### config.mk
export PLATFORM = sky130hd
export DESIGN_NAME = spi_chain_slave
export DESIGN_NICKNAME = d
export VERILOG_FILES = /design/src/rtl/spi_chain_slave.sv
export SDC_FILE = /design/constraint.sdc
export NUM_CORES = 1
export LEC_CHECK = 0
export BUFFER_PORTS_ARGS = -buffer_cell sky130_fd_sc_hd__buf_2
export CELL_PAD_IN_SITES_DETAIL_PLACEMENT = 0
export CELL_PAD_IN_SITES_GLOBAL_PLACEMENT = 1
export CORE_ASPECT_RATIO = 1.2
export CORE_UTILIZATION = 47
export CTS_BUF_LIST = sky130_fd_sc_hd__clkbuf_4
export CTS_CLUSTER_DIAMETER = 40
export DETAILED_ROUTE_END_ITERATION = 12
export GPL_TIMING_DRIVEN = 0
export PLACE_DENSITY = 0.88
export SYNTH_ARGS = -nofsm -noshare
export SYNTH_HDL_FRONTEND = slang
export SYNTH_SLANG_ARGS = --single-unit
### constraint.sdc
create_clock -name clk -period 2.75 [get_ports clk]
set_input_delay 0.825 -clock clk [delete_from_list [all_inputs] [get_ports clk]]
set_output_delay 0.825 -clock clk [all_outputs]
set_load 0.02 [all_outputs]
### src/rtl/spi_chain_slave.sv
module spi_chain_slave #(
  parameter int WIDTH = 8,
  parameter int CPOL  = 0,
  parameter int CPHA  = 0,
  parameter int SYNC  = 2
) (
  input  logic             clk,
  input  logic             rst_n,
  input  logic             sclk,
  input  logic             cs_n,
  input  logic             sdi,
  output logic             sdo,
  output logic [WIDTH-1:0] pout
);
  localparam int   PIPE = SYNC + 1;
  localparam logic IDLE = (CPOL != 0);

  logic [PIPE-1:0]  sclk_p, cs_p, sdi_p;
  logic [WIDTH-1:0] sreg;
  logic             sdo_q;

  always_ff @(posedge clk or negedge rst_n) begin
    if (!rst_n) begin
      sclk_p <= {PIPE{IDLE}};
      cs_p   <= '1;
      sdi_p  <= '0;
    end else begin
      sclk_p <= {sclk_p[PIPE-2:0], sclk};
      cs_p   <= {cs_p[PIPE-2:0], cs_n};
      sdi_p  <= {sdi_p[PIPE-2:0], sdi};
    end
  end

  wire sclk_now = sclk_p[PIPE-2];
  wire sclk_old = sclk_p[PIPE-1];
  wire cs_now   = cs_p[PIPE-2];
  wire cs_old   = cs_p[PIPE-1];
  wire sdi_now  = sdi_p[PIPE-2];

  wire toggled  = !cs_now && (sclk_now != sclk_old);
  wire lead_ev  = toggled && (sclk_now != IDLE);
  wire trail_ev = toggled && (sclk_now == IDLE);
  wire samp_ev  = (CPHA != 0) ? trail_ev : lead_ev;
  wire shft_ev  = (CPHA != 0) ? lead_ev  : trail_ev;
  wire cs_fall  = cs_old && !cs_now;
  wire cs_rise  = !cs_old && cs_now;

  always_ff @(posedge clk or negedge rst_n) begin
    if (!rst_n) begin
      sreg  <= '0;
      sdo_q <= 1'b0;
      pout  <= '0;
    end else begin
      if (samp_ev)           sreg  <= {sreg[WIDTH-2:0], sdi_now};
      if (cs_fall || shft_ev) sdo_q <= sreg[WIDTH-1];
      if (cs_rise)           pout  <= sreg;
    end
  end

  assign sdo = sdo_q;
endmodule

==> results.cfg <==
[status]
status = finished clean

[route]
drt-wirelength-per-cell_um = 12.5
drt_wl_total_um = 1030
vias_per_cell = 5.11
firstDrtPassIters = 2
drcViolationCount = 0
vias = 419
drt.antenna.violating_nets = 0
first_iter_violations = 2

[power_and_ir_drop]
ir_drop_uv = 510
power.density_nw_per_um2 = 952
leakage_nw = 0.473

[setup_path]
slowest_stage = dfrtp_1
worstSetupPathType = reg2out
crit_chain = buf_2
crit_path_start_kind = register
crit_arrival_ps = 860
cp.required_ps = 1930
cp_max_fo = 2
critical_path_buf_inv_count = 1
critPathTopFamily = flip-flops
cp-end-kind = output pin
max_stage_delay_ps = 400

[placed_design]
post-dp-hpwl_um = 704
placed_area_um2 = 952
place.gp.congestion = 0.659
portBuffers = 13

[grt]
antenna_found_initial = 0
grt_pass1_wl_um = 1800
grt_max_degree = 26
grt_use_total_pct = 13.5
grt_overflow = 0
grt_pass1_vias = 439

[sta]
period_minus_slack_ps = 1690
finalHoldViolations = 0
clock_skew_ps = 5.26
rsz0062_at_grt = no
setup_violations = 0
tightest_slew_ps = 525
slew_headroom_pct = 65.0
clock.fmax_mhz = 593
drv_slew = 0
setup_tns_ps = 0
fin_crit_sh_pct = 61.3

[clock_tree]
clock-root-buffer = clkbuf_4
hold_buffers = 0
clockBufferDepth = 2
cts.sinks = 25
cts_resized = 0
cts_tree = yes
numCtsBuffers = 3
clkTransAtPathRegs_ps = 130
cts_htree_levels = 1
clk_latency_ps = 310
post-cts-setup-buffers = 0

[synthesis]
ys_seq_area_share_pct = 72.8
yosysMostFrequentCell = dfrtp_1
syn-instance-count = 47
dominantRegCellSynth = dfrtp_1
syn-cell-area_um2 = 865
syn_area_per_cell_um2 = 18.4
syn_nets = 52
yosysTopAreaCell = dfrtp_1
ys_ff_latch = 25
synth_commonest_cells = dfrtp_1 (22), mux2_2 (17), dfstp_2 (3)
synth_edf_count = 0
synth_top_area_share_pct = 63.7
yosys_warnings = 0
async_flop_share_pct = 100
yosys-top-cells-area = dfrtp_1 (64%), mux2_2 (22%), dfstp_2 (9.1%)
yosys.cell_types.count = 8

[die]
ios = 14
initial_core_util_pct = 51.4
fp.dieW_um = 41.2
row_count = 16
fp.dieArea_um2 = 2020
coreArea_um2 = 1680
die_y_um = 49.0

[layout]
syn2layout_area_growth_pct = 13.3
design_area_um2 = 980
drive_gt1_share_pct = 60.9
nets = 70
diodes = 0

[hold_path]
hold_class = reg2reg

[run]
drv.max_cap_violation_count = 0
[cell usage in the layout, fill, tap and decap left out, drive strengths merged]
master  Yosys  routed
nor3b       1       1
nor2b       1       1
clkinv      0       1
clkbuf      0       3
buf         1      14
nand2b      1       1
dfrtp      22      22
mux2       17      17
o21bai      1       1
dfstp       3       3
[per-layer routing]
| layer | track usage, % | share of wire [%] | vias to the layer above |
|---|---|---|---|
| li1 | - | - | 197 |
| met1 | 17.7 | 50 | 207 |
| met2 | 19.8 | 44 | 11 |
| met3 | 2.74 | 3.1 | 4 |
| met4 | 8.06 | 2.2 | 0 |
| met5 | 0 | 0 | - |
[state kept, by name (all words and copies together) (netlist names)]
register and cells:
sdi_p 2, pout 8, sreg 8, sclk_p 3
sdo 1, cs_p 3
[power breakdown]
group	leakage [nW]	internal (mW)	total [mW]	switching (mW)
Sequential	0.304	0.477	0.534	0.0571
Combinational	0.152	0.121	0.244	0.124
Clock	0.0177	0.0543	0.154	0.0996
[area by class of cell]
type | count | area [um2]
well taps | 18 | 22.5
fillers | 150 | 702
repair buffers | 13 | 65.1
multi-input cells | 21 | 230
flip-flops and latches | 25 | 629
clock buffers | 3 | 22.5
clock inverters | 1 | 5.00
plain buffers | 1 | 5.00
[logic make-up (layout without fill, tap and decap cells)]
logic type             Yosys count  count (layout)  synth area share (%)
flip-flops                      25              25                  72.8
AO/OA/AOI/OAI                    1               1                 0.869
AND/OR/NAND/NOR                  3               3                  3.62
buffers and inverters            1              18                 0.578
multiplexers                    17              17                  22.1
[through the flow]
stage,power (mW),std cells,util [%],hold slack [ps],worst slack [ps]
2_1_floorplan,0.705,47,-,331,1500
3_3_place_gp,0.783,78,56.6,334,1410
3_5_place_dp,0.793,78,56.6,335,1410
4_1_cts,0.948,82,58.3,365,1040
5_1_grt,1.00,82,58.3,372,1000
6_report,0.933,82,58.3,363,1060
[worst reg2reg max path: stages, from the launching register on]
cell and delay, ps:
dfrtp_1 420, nor3b_4 400, mux2_2 390
[final timing paths]
path | from | to | slack [ps] | depth (start not counted)
max | pout[0] | pout[0] | 1060 | 1
min in group asynchronous | rst_n | pout[1] | 470 | 1
max in group asynchronous | rst_n | cs_p[1] | 1910 | 1
min | sclk_p[0] | sclk_p[1] | 360 | 0
min reg2reg | sclk_p[0] | sclk_p[1] | 360 | 0
max reg2reg | sclk_p[2] | sreg[4] | 1430 | 2
No activity file was read; power rests on OpenSTA's default activity.
